<file path="src/rtl/mss_pkg.sv">
package mss_pkg;
  localparam int LINES    = 3;
  localparam int CODE_W   = 11;
  localparam int LONG_MUL = 10;
  localparam int LN_A     = 2;
  localparam int LN_B     = 1;
  localparam int LN_C     = 0;

  typedef enum logic [2:0] {
    PH_IDLE   = 3'd0,
    PH_HIGH   = 3'd1,
    PH_FLOAT  = 3'd2,
    PH_PULL_A = 3'd3,
    PH_PULL_B = 3'd4,
    PH_PULL_C = 3'd5
  } phase_e;
endpackage

</file>
<file path="src/rtl/mss_sync.sv">
module mss_sync #(
  parameter int WIDTH  = 3,
  parameter int STAGES = 2
) (
  input  logic             clk,
  input  logic             rst_n,
  input  logic [WIDTH-1:0] d_i,
  output logic [WIDTH-1:0] q_o
);
  for (genvar b = 0; b < WIDTH; b++) begin : g_bit
    logic [STAGES-1:0] chain_q;
    logic [STAGES-1:0] chain_d;

    always_comb begin
      chain_d = {chain_q[STAGES-2:0], d_i[b]};
    end

    always_ff @(posedge clk or negedge rst_n) begin
      if (!rst_n) chain_q <= '1;
      else        chain_q <= chain_d;
    end

    assign q_o[b] = chain_q[STAGES-1];
  end
endmodule

</file>
<file path="src/rtl/mss_timer.sv">
module mss_timer #(
  parameter int CNT_W = 16
) (
  input  logic             clk,
  input  logic             rst_n,
  input  logic             load_i,
  input  logic [CNT_W-1:0] len_i,
  output logic             last_o
);
  logic [CNT_W-1:0] cnt_q;
  logic [CNT_W-1:0] cnt_d;
  logic             cnt_en;

  always_comb begin
    cnt_en = load_i || (cnt_q != '0);
    if (load_i) cnt_d = len_i - CNT_W'(1);
    else        cnt_d = cnt_q - CNT_W'(1);
  end

  always_ff @(posedge clk or negedge rst_n) begin
    if (!rst_n)      cnt_q <= '0;
    else if (cnt_en) cnt_q <= cnt_d;
  end

  assign last_o = (cnt_q == '0);
endmodule

</file>
<file path="src/rtl/mss_ctrl.sv">
module mss_ctrl
  import mss_pkg::*;
#(
  parameter int SETTLE_W = 12,
  localparam int LEN_W   = SETTLE_W + 4
) (
  input  logic                clk,
  input  logic                rst_n,
  input  logic                start_i,
  input  logic [SETTLE_W-1:0] settle_i,
  input  logic                last_i,
  output logic                load_o,
  output logic [LEN_W-1:0]    len_o,
  output logic                accept_o,
  output logic                samp_o,
  output phase_e              phase_o,
  output logic                busy_o,
  output logic                done_o,
  output logic [LINES-1:0]    drv_val_o,
  output logic [LINES-1:0]    drv_dis_o
);
  phase_e           state_q, state_d;
  logic             done_q, done_d;
  logic [LEN_W-1:0] short_len;
  logic [LEN_W-1:0] long_len;

  always_comb begin
    short_len = (settle_i == '0) ? LEN_W'(1) : LEN_W'(settle_i);
    long_len  = LEN_W'(short_len * LEN_W'(LONG_MUL));
  end

  always_comb begin
    state_d  = state_q;
    done_d   = done_q;
    load_o   = 1'b0;
    len_o    = long_len;
    samp_o   = 1'b0;
    accept_o = 1'b0;
    case (state_q)
      PH_IDLE: begin
        if (start_i) begin
          accept_o = 1'b1;
          state_d  = PH_HIGH;
          load_o   = 1'b1;
          len_o    = short_len;
          done_d   = 1'b0;
        end
      end
      PH_HIGH: begin
        if (last_i) begin
          state_d = PH_FLOAT;
          load_o  = 1'b1;
        end
      end
      PH_FLOAT: begin
        if (last_i) begin
          samp_o  = 1'b1;
          state_d = PH_PULL_A;
          load_o  = 1'b1;
        end
      end
      PH_PULL_A: begin
        if (last_i) begin
          samp_o  = 1'b1;
          state_d = PH_PULL_B;
          load_o  = 1'b1;
        end
      end
      PH_PULL_B: begin
        if (last_i) begin
          samp_o  = 1'b1;
          state_d = PH_PULL_C;
          load_o  = 1'b1;
        end
      end
      PH_PULL_C: begin
        if (last_i) begin
          samp_o  = 1'b1;
          state_d = PH_IDLE;
          done_d  = 1'b1;
        end
      end
      default: state_d = PH_IDLE;
    endcase
  end

  always_ff @(posedge clk or negedge rst_n) begin
    if (!rst_n) begin
      state_q <= PH_IDLE;
      done_q  <= 1'b0;
    end else begin
      state_q <= state_d;
      done_q  <= done_d;
    end
  end

  always_comb begin
    drv_dis_o = '1;
    drv_val_o = '1;
    case (state_q)
      PH_HIGH:   drv_dis_o = '0;
      PH_PULL_A: begin drv_dis_o[LN_A] = 1'b0; drv_val_o[LN_A] = 1'b0; end
      PH_PULL_B: begin drv_dis_o[LN_B] = 1'b0; drv_val_o[LN_B] = 1'b0; end
      PH_PULL_C: begin drv_dis_o[LN_C] = 1'b0; drv_val_o[LN_C] = 1'b0; end
      default: ;
    endcase
  end

  assign phase_o = state_q;
  assign busy_o  = (state_q != PH_IDLE);
  assign done_o  = done_q;
endmodule

</file>
<file path="src/rtl/mon_sense_seq.sv">
module mon_sense_seq
  import mss_pkg::*;
#(
  parameter int SETTLE_W = 12
) (
  input  logic                clk,
  input  logic                rst_n,
  input  logic                start_i,
  input  logic [SETTLE_W-1:0] settle_i,
  input  logic [2:0]          sense_i,
  output logic [2:0]          drv_val_o,
  output logic [2:0]          drv_dis_o,
  output logic                busy_o,
  output logic                done_o,
  output logic [10:0]         code_o
);
  localparam int LEN_W = SETTLE_W + 4;

  logic [1:0]        rst_pipe_q;
  logic              rst_int_n;
  logic [LINES-1:0]  lvl_sync;
  logic              tmr_load;
  logic [LEN_W-1:0]  tmr_len;
  logic              tmr_last;
  logic              accept;
  logic              samp;
  phase_e            phase;
  logic [CODE_W-1:0] code_q, code_d;
  logic              code_en;

  always_ff @(posedge clk or negedge rst_n) begin
    if (!rst_n) rst_pipe_q <= 2'b00;
    else        rst_pipe_q <= {rst_pipe_q[0], 1'b1};
  end
  assign rst_int_n = rst_pipe_q[1];

  mss_sync #(.WIDTH(LINES), .STAGES(2)) u_sync (
    .clk   (clk),
    .rst_n (rst_int_n),
    .d_i   (sense_i),
    .q_o   (lvl_sync)
  );

  mss_timer #(.CNT_W(LEN_W)) u_timer (
    .clk    (clk),
    .rst_n  (rst_int_n),
    .load_i (tmr_load),
    .len_i  (tmr_len),
    .last_o (tmr_last)
  );

  mss_ctrl #(.SETTLE_W(SETTLE_W)) u_ctrl (
    .clk       (clk),
    .rst_n     (rst_int_n),
    .start_i   (start_i),
    .settle_i  (settle_i),
    .last_i    (tmr_last),
    .load_o    (tmr_load),
    .len_o     (tmr_len),
    .accept_o  (accept),
    .samp_o    (samp),
    .phase_o   (phase),
    .busy_o    (busy_o),
    .done_o    (done_o),
    .drv_val_o (drv_val_o),
    .drv_dis_o (drv_dis_o)
  );

  always_comb begin
    code_en = accept || samp;
    code_d  = code_q;
    if (accept) begin
      code_d = '0;
    end else begin
      case (phase)
        PH_FLOAT:  code_d[10:8] = {lvl_sync[LN_A], lvl_sync[LN_B], lvl_sync[LN_C]};
        PH_PULL_A: code_d[5:4]  = {lvl_sync[LN_B], lvl_sync[LN_C]};
        PH_PULL_B: code_d[3:2]  = {lvl_sync[LN_A], lvl_sync[LN_C]};
        PH_PULL_C: code_d[1:0]  = {lvl_sync[LN_A], lvl_sync[LN_B]};
        default: ;
      endcase
    end
    code_d[7:6] = 2'b00;
  end

  always_ff @(posedge clk or negedge rst_int_n) begin
    if (!rst_int_n)   code_q <= '0;
    else if (code_en) code_q <= code_d;
  end

  assign code_o = code_q;
endmodule

</file>
<file path="config.mk">
export PLATFORM = sky130hd
export DESIGN_NAME = mon_sense_seq
export DESIGN_NICKNAME = d
export VERILOG_FILES = /design/src/rtl/mss_pkg.sv /design/src/rtl/mss_sync.sv /design/src/rtl/mss_timer.sv /design/src/rtl/mss_ctrl.sv /design/src/rtl/mon_sense_seq.sv
export SDC_FILE = /design/constraint.sdc
export NUM_CORES = 1
export LEC_CHECK = 0
export BUFFER_PORTS_ARGS = -buffer_cell sky130_fd_sc_hd__buf_4
export CAP_MARGIN = 30
export CORE_MARGIN = 5
export CORE_UTILIZATION = 57
export CTS_BUF_LIST = sky130_fd_sc_hd__clkbuf_2 sky130_fd_sc_hd__clkbuf_4 sky130_fd_sc_hd__clkbuf_8
export DETAILED_ROUTE_END_ITERATION = 10
export GPL_TIMING_DRIVEN = 0
export PLACE_DENSITY = 0.79
export SLEW_MARGIN = 10
export SYNTH_ARGS = -nofsm -noshare
export SYNTH_HDL_FRONTEND = slang
export SYNTH_SLANG_ARGS = --single-unit
</file>
<file path="constraint.sdc">
create_clock -name clk -period 2.4 [get_ports clk]
set_input_delay 0.36 -clock clk [delete_from_list [all_inputs] [get_ports clk]]
set_output_delay 0.36 -clock clk [all_outputs]
set_load 0.01 [all_outputs]
</file>
==> results of run 1 <==
-- Yosys cell counts (all sizes together) (2+ instances only) --
library cell	n	share of area
a211oi	5	0.015
a21o	4	0.013
a21oi	18	0.036
a22oi	4	0.010
a2bb2oi	2	0.0060
a31oi	4	0.014
and2	4	0.0086
and3	5	0.012
and4	2	0.0069
buf	8	0.022
clkbuf	20	0.026
conb	2	0.0026
dfrtp	31	0.27
dfstp	6	0.054
ha	18	0.077
inv	6	0.0077
mux2	3	0.013
mux2i	9	0.032
nand2	28	0.036
nand2b	3	0.0065
nand3	6	0.012
nand3b	3	0.0077
nor2	40	0.052
nor2b	4	0.0086
nor3	15	0.033
nor4	6	0.015
nor4b	2	0.0082
o211ai	2	0.0052
o21a	2	0.0052
o21ai	11	0.019
o21bai	2	0.0052
o31ai	4	0.015
o41ai	3	0.0090
or2	3	0.0065
or3	6	0.013
or4	2	0.0065
xnor2	8	0.024
xor2	12	0.036
-- worst paths after layout --
path / from / to / slack (ns) / cells past startpoint
worst max-delay path: settle_i[3] / u_timer.cnt_q[14] / -0.68 / 15
worst min-delay path: sense_i[0] / u_sync.g_bit[0].chain_q[0] / 0.17 / 1
worst max register to register: u_timer.cnt_q[6] / u_timer.cnt_q[14] / -0.36 / 9
worst min register to register: rst_pipe_q[1] / u_timer.cnt_q[12] / 0.33 / 0
max in group asynchronous: rst_pipe_q[1] / u_ctrl.phase_o[2] / 1.53 / 0
min in group asynchronous: rst_pipe_q[1] / u_timer.cnt_q[12] / 0.33 / 0
-- area by class of cell --
| class | count | area (sq um) |
|---|---|---|
| Clock buffer | 6 | 82.58 |
| Tap cell | 70 | 87.58 |
| Fill cell | 302 | 917.1 |
| Buffer | 26 | 203.9 |
| Multi-Input combinational cell | 259 | 2110 |
| Inverter | 6 | 22.52 |
| Clock inverter | 2 | 37.54 |
| Timing Repair Buffer | 79 | 645.6 |
| Sequential cell | 37 | 935.9 |
-- flip-flops by register name (all words and copies together), names as in the netlist --
name,flops
rst_pipe_q,2
u_ctrl.phase_o,3
code_o,9
u_sync.g_bit.chain_q,6
u_ctrl.done_o,1
u_timer.cnt_q,16
-- kinds of logic after synthesis --
| logic type | synth area share |
|---|---|
| xor+xnor | 0.06027 |
| mux | 0.04520 |
| other cells | 0.002584 |
| compound gates | 0.1890 |
| buf+inv | 0.05596 |
| simple gates | 0.2415 |
| flops | 0.3211 |
| fa+ha+maj | 0.08438 |
-- metrics by stage --
step,setup TNS (ns),instance area [sq um]
after floorplan,-4.736,3033
after global placement,-10.84,3368
after detailed placement,-12.03,3369
after CTS,-4.152,3896
after global routing,-7.053,4125
final,-5.367,4125
-- power groups by stage --
stage | logic (mW) | clock network, mW | registers (mW)
detailed placement | 1.02 | 0 | 0.913
global placement | 0.986 | 0 | 0.911
floorplan | 0.795 | 0 | 0.890
global route | 1.51 | 0.600 | 0.952
finish | 1.39 | 0.566 | 0.936
CTS | 1.23 | 0.569 | 0.916
-- repair_timing --
action                                 CTS  global route
gates cloned                             0             0
resized for setup                       39            26
hold buffers                             1             0
pin swaps                               30            25
setup endpoints to repair               15            19
buffers inserted                        26            21
endpoints found under the hold margin    2             0
-- metal layers --
layer	up-vias	track usage	share of wire
met4	0	0.1064	0.042
li1	1348	-	-
met2	159	0.4772	0.52
met1	1436	0.3002	0.36
met5	-	0	0
met3	44	0.04496	0.072
==> flow_metrics.tcl, run 1 <==
set metrics [dict create \
    outcome "complete, but fails checks" \
    violations "negative setup slack" \
    initial_utilization 0.5764 \
    ys_ff_latch 37 \
    root_driver "sky130_fd_sc_hd__clkbuf_8" \
    total_leakage_power_nw 1.864 \
    grt_antenna_before_repair 0 \
    syn_inst 329 \
    maxSlewHeadroom 0.4894 \
    rsz0062_at_grt "true" \
    cp.required_ns 2.58 \
    synth_enable_flop_cells 0 \
    detailedRoute.firstPassIterationCount 4 \
    cts_buffer_depth 2 \
    core.rowCount 26 \
    synth_flop_cell "sky130_fd_sc_hd__dfrtp_1" \
    nets_finish 451 \
    power.share.combinational 0.481 \
    synth_seq_area_share 0.3211 \
    timing_max_transition_violations_final 0 \
    worst_path_max_delay_cell "sky130_fd_sc_hd__fa_2" \
    cts_h_tree_lvls 2 \
    cp_cell_sequence "clkbuf_16, nor4_4, a31o_2, ha_4, ha_4, inv_2, fa_2, nor2b_4, o311ai_0, a2bb2oi_1, xor2_1, a22oi_2, nand3_2, nor3_2, mux2_1" \
    critical_path.max_stage_delay_ns 0.36 \
    max_cap_viol_count 0 \
    cts-buffers-inserted 5 \
    cp_data_arrival_time_ns 3.26 \
    die_area_sq_um 6628 \
    layout_commonest_cell "sky130_fd_sc_hd__buf_4" \
    netlist_area_sq_um 2907 \
    final.setup_skew_ns 0.009024 \
    pre_cts_ws_ns -1.378 \
    synthesis.yosys.warnings 0 \
    drt-wirelength-per-cell_um 18.52 \
    fin_total_pwr_mw 2.896 \
    grt_pass1_vias 2853 \
    tightestPinTransition_ns 0.7659 \
    drt_first_iter_violations 296 \
    antenna_viol_nets_final 0 \
    layout_worst_path_cycle_share 1.284 \
    syn_avg_cell_area_sq_um 8.834 \
    ios 37 \
    hpwl_mm 5.276 \
    power.clock.fraction 0.195 \
    critical_path.endpoint_type "flop" \
    critPathMaxFanout 3 \
    power_switching_mw 1.105 \
    vdd_ir_drop_max_v 0.0008022 \
    num_vias 2987 \
    cpMostUsedCell "sky130_fd_sc_hd__ha_4" \
    clkSinkCount 37 \
    die_height_um 81.41 \
    switching_share 0.3817 \
    vias_per_instance 6.159 \
    most_frequent_cells_in_the_layout "sky130_fd_sc_hd__buf_4 (70), sky130_fd_sc_hd__nor2_1 (38), sky130_fd_sc_hd__dfrtp_1 (29), sky130_fd_sc_hd__nand2_1 (26), sky130_fd_sc_hd__ha_1 (15)" \
    grt_total_ovfl 0 \
    critical_path.top_delay_family "compound AO/OA/AOI/OAI gates" \
    syn_to_final_growth_pct 41.93 \
    cts_tree "built" \
    timing.final.hold_violations 0 \
    grt_first_pass_wirelength_mm 13.19 \
    startpoint_type_of_the_worst_setup_path "primary input" \
    worstSetupPathType "in2reg" \
    powerDensity_nw_per_um2 702.0 \
    port_buffers 33 \
    final_std_cells_w_o_fill 485 \
    clkSlewWorstSetupHoldPaths_ns 0.08 \
    portion_of_total_power_attributed_to_sequential_cells 0.323 \
    gp_routability_congestion 0.8889 \
    final.hold.worst_slack_ns 0.1744 \
    p_int_mw 1.791 \
    core_area_sq_um 5042 \
    finalWorstPathRequiredPeriod_ns 3.080 \
    critical_path_buf_inv_count 2 \
    hold_class "in2reg" \
    postLayoutCoreUtil 0.8181 \
    final_critical_path_setup_slack_ns -0.6805 \
    die-width_um 81.41 \
    ys_types 73 \
    routed_wl_mm 8.984 \
    placed_cells_incl_taps 433 \
    finalSetupViolCount 14 \
    ys_async_sr_fraction 1.000 \
    insertedDiodeCount 0 \
    worst_skew_pair.late_latency_ns 0.29 \
    route.detailed.drc 0 \
    pin_count_of_the_biggest_net_entering_global_routing 36 \
    post_route_cells_drive_above_1_share 0.4048 \
    maxClockFrequency_mhz 324.6 \
    grt_use_total 0.2614 \
]
(Power assumes the default switching activity.)
==> inputs of run 2 (changes only) <==
--- a/config.mk
+++ b/config.mk
@@ -11,8 +11,11 @@
 export CORE_UTILIZATION = 57
 export CTS_BUF_LIST = sky130_fd_sc_hd__clkbuf_2 sky130_fd_sc_hd__clkbuf_4 sky130_fd_sc_hd__clkbuf_8
 export DETAILED_ROUTE_END_ITERATION = 10
+export GPL_ROUTABILITY_DRIVEN = 0
 export GPL_TIMING_DRIVEN = 0
 export PLACE_DENSITY = 0.79
+export SKIP_CTS_REPAIR_TIMING = 1
+export SKIP_LAST_GASP = 1
 export SLEW_MARGIN = 10
 export SYNTH_ARGS = -nofsm -noshare
 export SYNTH_HDL_FRONTEND = slang
==> run 2 against run 1 <==
- the run still ends with negative setup slack left
- final cell count fell by 3.9%
- first-iteration DRC count fell by 16%
- critical path depth did not move
- highest routed layer unchanged
- clock skew fell by 0.0026 ns
- maximum frequency fell by 0.12%
- clock power fell by 0.7%
- via count fell by 7.4%
- setup slack got worse by 0.0038 ns
- critical path type unchanged
- wire length fell by 12%
- critical endpoint unchanged
==> flow_metrics.tcl, run 2 (synthesis gave the netlist of run 1 again) <==
set metrics [dict create \
    outcome "complete, but fails checks" \
    violations "negative setup slack" \
    finalWorstPathRequiredPeriod_ns 3.084 \
    port_buffers 33 \
    grt_use_total 0.2270 \
    total_leakage_power_nw 1.758 \
    hold_class "in2reg" \
    route.detailed.drc 0 \
    clkSlewWorstSetupHoldPaths_ns 0.08 \
    tns_ns -5.887 \
    met2WireLength_mm 4.114 \
    nets_finish 432 \
    pre_cts_ws_ns -1.378 \
    final.setup_skew_ns 0.006388 \
    rsz0062_at_grt "true" \
    cts_tree "built" \
    fin_total_pwr_mw 2.808 \
    hold_path_depth 1 \
    layout_commonest_cell "sky130_fd_sc_hd__buf_4" \
    root_driver "sky130_fd_sc_hd__clkbuf_8" \
    cts_h_tree_lvls 2 \
    cts-buffers-inserted 5 \
    ios 37 \
    critPathMaxFanout 5 \
    cp.required_ns 2.58 \
    worst_skew_pair.late_latency_ns 0.29 \
    postLayoutCoreUtil 0.7777 \
    initial_utilization 0.5764 \
    drt-wirelength-per-cell_um 16.97 \
    die_height_um 81.41 \
    num_vias 2766 \
    antenna_viol_nets_final 0 \
    r2r_setup_slack_ns -0.40 \
    worstSetupPathType "in2reg" \
    detailroute.wirelength.met3_um 469 \
    hpwl_mm 5.276 \
    most_frequent_cells_in_the_layout "sky130_fd_sc_hd__buf_4 (56), sky130_fd_sc_hd__nor2_1 (37), sky130_fd_sc_hd__dfrtp_1 (29), sky130_fd_sc_hd__nand2_1 (26)" \
    clkSinkCount 37 \
    top_layer_used "met4" \
    grt_pass1_vias 2514 \
    layout_worst_path_cycle_share 1.285 \
    powerDensity_nw_per_um2 716.1 \
    grt_first_pass_wirelength_mm 11.56 \
    finalSetupViolCount 14 \
    drt_first_iter_violations 250 \
    grt_antenna_before_repair 0 \
    met1_length_mm 3.156 \
    timing.final.hold_violations 0 \
    critical_path.endpoint_type "flop" \
    core_area_sq_um 5042 \
    cts_buffer_depth 2 \
    insertedDiodeCount 0 \
    tightestPinTransition_ns 0.7351 \
    maxSlewHeadroom 0.5100 \
    cp_data_arrival_time_ns 3.26 \
    timing.rr.start "u_timer.cnt_q[14]" \
    maxClockFrequency_mhz 324.2 \
    detailedRoute.firstPassIterationCount 4 \
    die-width_um 81.41 \
    grt_total_ovfl 0 \
    syn_to_final_growth_pct 34.91 \
    pin_count_of_the_biggest_net_entering_global_routing 36 \
    routed_wl_mm 7.907 \
    timing_max_transition_violations_final 0 \
    max_cap_viol_count 0 \
    core.rowCount 26 \
    hold_path.startpoint "sense_i[0]" \
    startpoint_type_of_the_worst_setup_path "primary input" \
    min_delay_worst_endpoint "u_sync.g_bit[0].chain_q[0]" \
    vdd_ir_drop_max_v 0.0007544 \
    final_critical_path_setup_slack_ns -0.6842 \
    worst-r2r-cell-count 9 \
    regToRegEndpoint "u_timer.cnt_q[14]" \
    post_route_cells_drive_above_1_share 0.3636 \
    vias_per_instance 5.936 \
    top_register "u_timer.cnt_q" \
    max_reg_flops 16 \
    die_area_sq_um 6628 \
]
-- run 2: changes by cell type in the layout (fill, tap and decap cells not counted), sizes merged --
| cell | previous run | this run |
|---|---|---|
| buf | 87 | 68 |
-- run 2: layer usage --
layer,GRT usage,vias up
li1,-,1304
met1,0.2638,1343
met2,0.4308,100
met3,0.03509,19
met4,0.05743,0
met5,0,-
-- run 2: critical path, stage by stage --
cell and delay, ns:
sky130_fd_sc_hd__clkbuf_16 0.13, sky130_fd_sc_hd__nor4_4 0.30, sky130_fd_sc_hd__a31o_2 0.25, sky130_fd_sc_hd__ha_4 0.14
sky130_fd_sc_hd__ha_4 0.12, sky130_fd_sc_hd__inv_2 0.04, sky130_fd_sc_hd__fa_2 0.37, sky130_fd_sc_hd__nor2b_4 0.15
sky130_fd_sc_hd__o311ai_0 0.15, sky130_fd_sc_hd__a2bb2oi_1 0.23, sky130_fd_sc_hd__xor2_1 0.14, sky130_fd_sc_hd__a22oi_2 0.21
sky130_fd_sc_hd__nand3_1 0.16, sky130_fd_sc_hd__nor3_2 0.19, sky130_fd_sc_hd__mux2_1 0.33
-- run 2: area by class of cell --
cell class / count / area [sq um]
multi-input combinational: 259 / 2096
fill: 350 / 1121
sequential: 37 / 935.9
timing repair buffer: 59 / 467.9
buffer: 27 / 191.4
tap: 70 / 87.58
clock buffer: 6 / 82.58
clock inverter: 2 / 37.54
inverter: 6 / 22.52
-- run 2: worst max-delay path by stage --
stage	from	to	slack (ns)	cells past startpoint
after detailed placement	settle_i[1]	u_timer.cnt_q[15]	-1.38	15
after floorplan	settle_i[3]	u_timer.cnt_q[15]	-0.78	15
final	settle_i[3]	u_timer.cnt_q[14]	-0.68	15
after global routing	settle_i[3]	u_timer.cnt_q[14]	-0.82	15
after global placement	settle_i[1]	u_timer.cnt_q[15]	-1.29	15
after CTS	settle_i[1]	u_timer.cnt_q[15]	-1.09	15
-- run 2: per-stage QoR --
| stage | cell area [sq um] | hold slack (ns) | cells |
|---|---|---|---|
| floorplan | 3033 | 0.06441 | 330 |
| global route | 3921 | 0.1610 | 466 |
| CTS | 3490 | -0.1646 | 441 |
| detailed placement | 3369 | 0.1440 | 433 |
| global placement | 3368 | 0.1425 | 433 |
| finish | 3921 | 0.1750 | 466 |
-- run 2: power breakdown --
part | switching, mW | internal, mW
Sequential | 0.154 | 0.781
Clock | 0.225 | 0.338
Combinational | 0.666 | 0.645
==> inputs of run 3 (changes only) <==
--- a/config.mk
+++ b/config.mk
@@ -14,6 +14,7 @@
 export GPL_ROUTABILITY_DRIVEN = 0
 export GPL_TIMING_DRIVEN = 0
 export PLACE_DENSITY = 0.79
+export RECOVER_POWER = 25
 export SKIP_CTS_REPAIR_TIMING = 1
 export SKIP_LAST_GASP = 1
 export SLEW_MARGIN = 10
==> run 3 against run 2 <==
- the run still ends with negative setup slack left
- die area unchanged
- critical path type unchanged
- via count unchanged
- non-clock buffer count unchanged
- sequential power about the same
- sequential cell count unchanged
- wire length down 0.20%
- combinational power about the same
- critical path depth unchanged
==> flow_metrics.tcl, run 3 (synthesis gave the netlist of run 1 again) <==
set metrics [dict create \
    critical_path.endpoint_type "flop" \
    violations "negative setup slack" \
    syn_to_final_growth_pct 34.74 \
    layout_commonest_cell "sky130_fd_sc_hd__buf_4" \
    insertedDiodeCount 0 \
    timing_max_transition_violations_final 0 \
    route.detailed.drc 0 \
    hpwl_mm 5.276 \
    final.setup_skew_ns 0.006444 \
    outcome "complete, but fails checks" \
    layout_worst_path_cycle_share 1.285 \
    grt_pass1_vias 2514 \
    grt_antenna_before_repair 0 \
    vdd_ir_drop_max_v 0.0007541 \
    num_vias 2766 \
    core.rowCount 26 \
    timing.final.hold_violations 0 \
    grt.met2_usage 0.4308 \
    max_cap_viol_count 0 \
    core_area_sq_um 5042 \
    clkSlewWorstSetupHoldPaths_ns 0.08 \
    cp_data_arrival_time_ns 3.26 \
    cp.required_ns 2.58 \
    clkSinkCount 37 \
    ios 37 \
    cts_tree "built" \
    fillcell_total 353 \
    hold_class "in2reg" \
    antenna_viol_nets_final 0 \
    die_height_um 81.41 \
    post_route_cells_drive_above_1_share 0.3586 \
    dpl-instance-area_sq_um 3369 \
    drt-wirelength-per-cell_um 16.93 \
    die-width_um 81.41 \
    cts-buffers-inserted 5 \
    worst_skew_pair.late_latency_ns 0.29 \
    total_leakage_power_nw 1.754 \
    finalSetupViolCount 14 \
    grt_use_total 0.2270 \
    stdcell_area_sq_um 3916 \
    cts_h_tree_lvls 2 \
    pin_count_of_the_biggest_net_entering_global_routing 36 \
    die_area_sq_um 6628 \
    detailedRoute.firstPassIterationCount 4 \
    root_driver "sky130_fd_sc_hd__clkbuf_8" \
    pre_cts_ws_ns -1.378 \
    critPathMaxFanout 5 \
    finalWorstPathRequiredPeriod_ns 3.084 \
    maxClockFrequency_mhz 324.3 \
    global_route.usage.met3 0.03509 \
    nets_finish 432 \
    routed_wl_mm 7.891 \
    powerDensity_nw_per_um2 716.5 \
    drt_first_iter_violations 250 \
    rsz0062_at_grt "true" \
    grt_use_met1 0.2638 \
    startpoint_type_of_the_worst_setup_path "primary input" \
    worstSetupPathType "in2reg" \
    max_reg_flops 16 \
    final.hold.worst_slack_ns 0.1766 \
    tightestPinTransition_ns 1.344 \
    final_critical_path_setup_slack_ns -0.6839 \
    initial_utilization 0.5764 \
    most_frequent_cells_in_the_layout "sky130_fd_sc_hd__buf_4 (52), sky130_fd_sc_hd__nor2_1 (37), sky130_fd_sc_hd__dfrtp_1 (30), sky130_fd_sc_hd__nand2_1 (26)" \
    maxSlewHeadroom 0.1040 \
    grt_first_pass_wirelength_mm 11.56 \
    top_register "u_timer.cnt_q" \
    vias_per_instance 5.936 \
    grt_total_ovfl 0 \
    port_buffers 33 \
    cts_buffer_depth 2 \
    global_route.peak_usage_layer "met2" \
]
-- run 3: cell count changes in the layout (fill, tap and decap cells not counted), sizes merged --
cell	change
buf	-4
clkbuf	+4
-- run 3: worst paths after layout --
check	cells past startpoint	startpoint	slack (ns)	endpoint
min in group asynchronous	2	rst_n	0.38	rst_pipe_q[1]
max in group asynchronous	0	rst_pipe_q[1]	0.96	u_ctrl.phase_o[2]
worst max register to register	9	u_timer.cnt_q[14]	-0.40	u_timer.cnt_q[14]
worst max-delay path	15	settle_i[3]	-0.68	u_timer.cnt_q[14]
worst min-delay path	1	sense_i[0]	0.18	u_sync.g_bit[0].chain_q[0]
worst min register to register	0	rst_pipe_q[0]	0.35	rst_pipe_q[1]
-- run 3: critical path: stages --
cell and delay (ns):
sky130_fd_sc_hd__clkbuf_16 0.13, sky130_fd_sc_hd__nor4_4 0.30, sky130_fd_sc_hd__a31o_2 0.25, sky130_fd_sc_hd__ha_4 0.14
sky130_fd_sc_hd__ha_4 0.12, sky130_fd_sc_hd__inv_2 0.04, sky130_fd_sc_hd__fa_2 0.37, sky130_fd_sc_hd__nor2b_4 0.15
sky130_fd_sc_hd__o311ai_0 0.15, sky130_fd_sc_hd__a2bb2oi_1 0.23, sky130_fd_sc_hd__xor2_1 0.14, sky130_fd_sc_hd__a22oi_2 0.21
sky130_fd_sc_hd__nand3_1 0.16, sky130_fd_sc_hd__nor3_2 0.19, sky130_fd_sc_hd__mux2_1 0.33
-- run 3: area by class of cell --
| cell class | instances | area, sq um | share of cell area |
|---|---|---|---|
| clock inverter | 2 | 37.54 | 0.009585 |
| inverter | 6 | 22.52 | 0.005751 |
| sequential | 37 | 934.6 | 0.2387 |
| clock buffer | 6 | 82.58 | 0.02109 |
| timing repair buffer | 59 | 464.2 | 0.1185 |
| tap | 70 | 87.58 | 0.02236 |
| multi-input combinational | 259 | 2096 | 0.5351 |
| buffer | 27 | 191.4 | 0.04888 |
-- run 3: power breakdown --
group,internal [mW],total (mW),switching (mW),leakage (nW)
sequential,0.781,0.934,0.153,0.450
combinational,0.644,1.31,0.665,1.25
clock,0.338,0.562,0.224,0.0574
-- run 3: through the flow --
stage / total power, mW / util / instances / TNS (ns)
floorplan: 1.685 / - / 330 / -4.736
global placement: 1.897 / 0.6680 / 433 / -10.84
detailed placement: 1.929 / 0.6682 / 433 / -12.03
CTS: 2.500 / 0.6921 / 441 / -9.207
global route: 2.974 / 0.7767 / 466 / -7.696
finish: 2.806 / 0.7767 / 466 / -5.875
-- run 3: routing by layer --
layer | part of all wire | vias to the layer above | routed length, um
li1 | - | 1304 | -
met1 | 0.40 | 1343 | 3143
met2 | 0.52 | 100 | 4105
met3 | 0.060 | 19 | 475
met4 | 0.021 | 0 | 167
met5 | 0 | - | 0
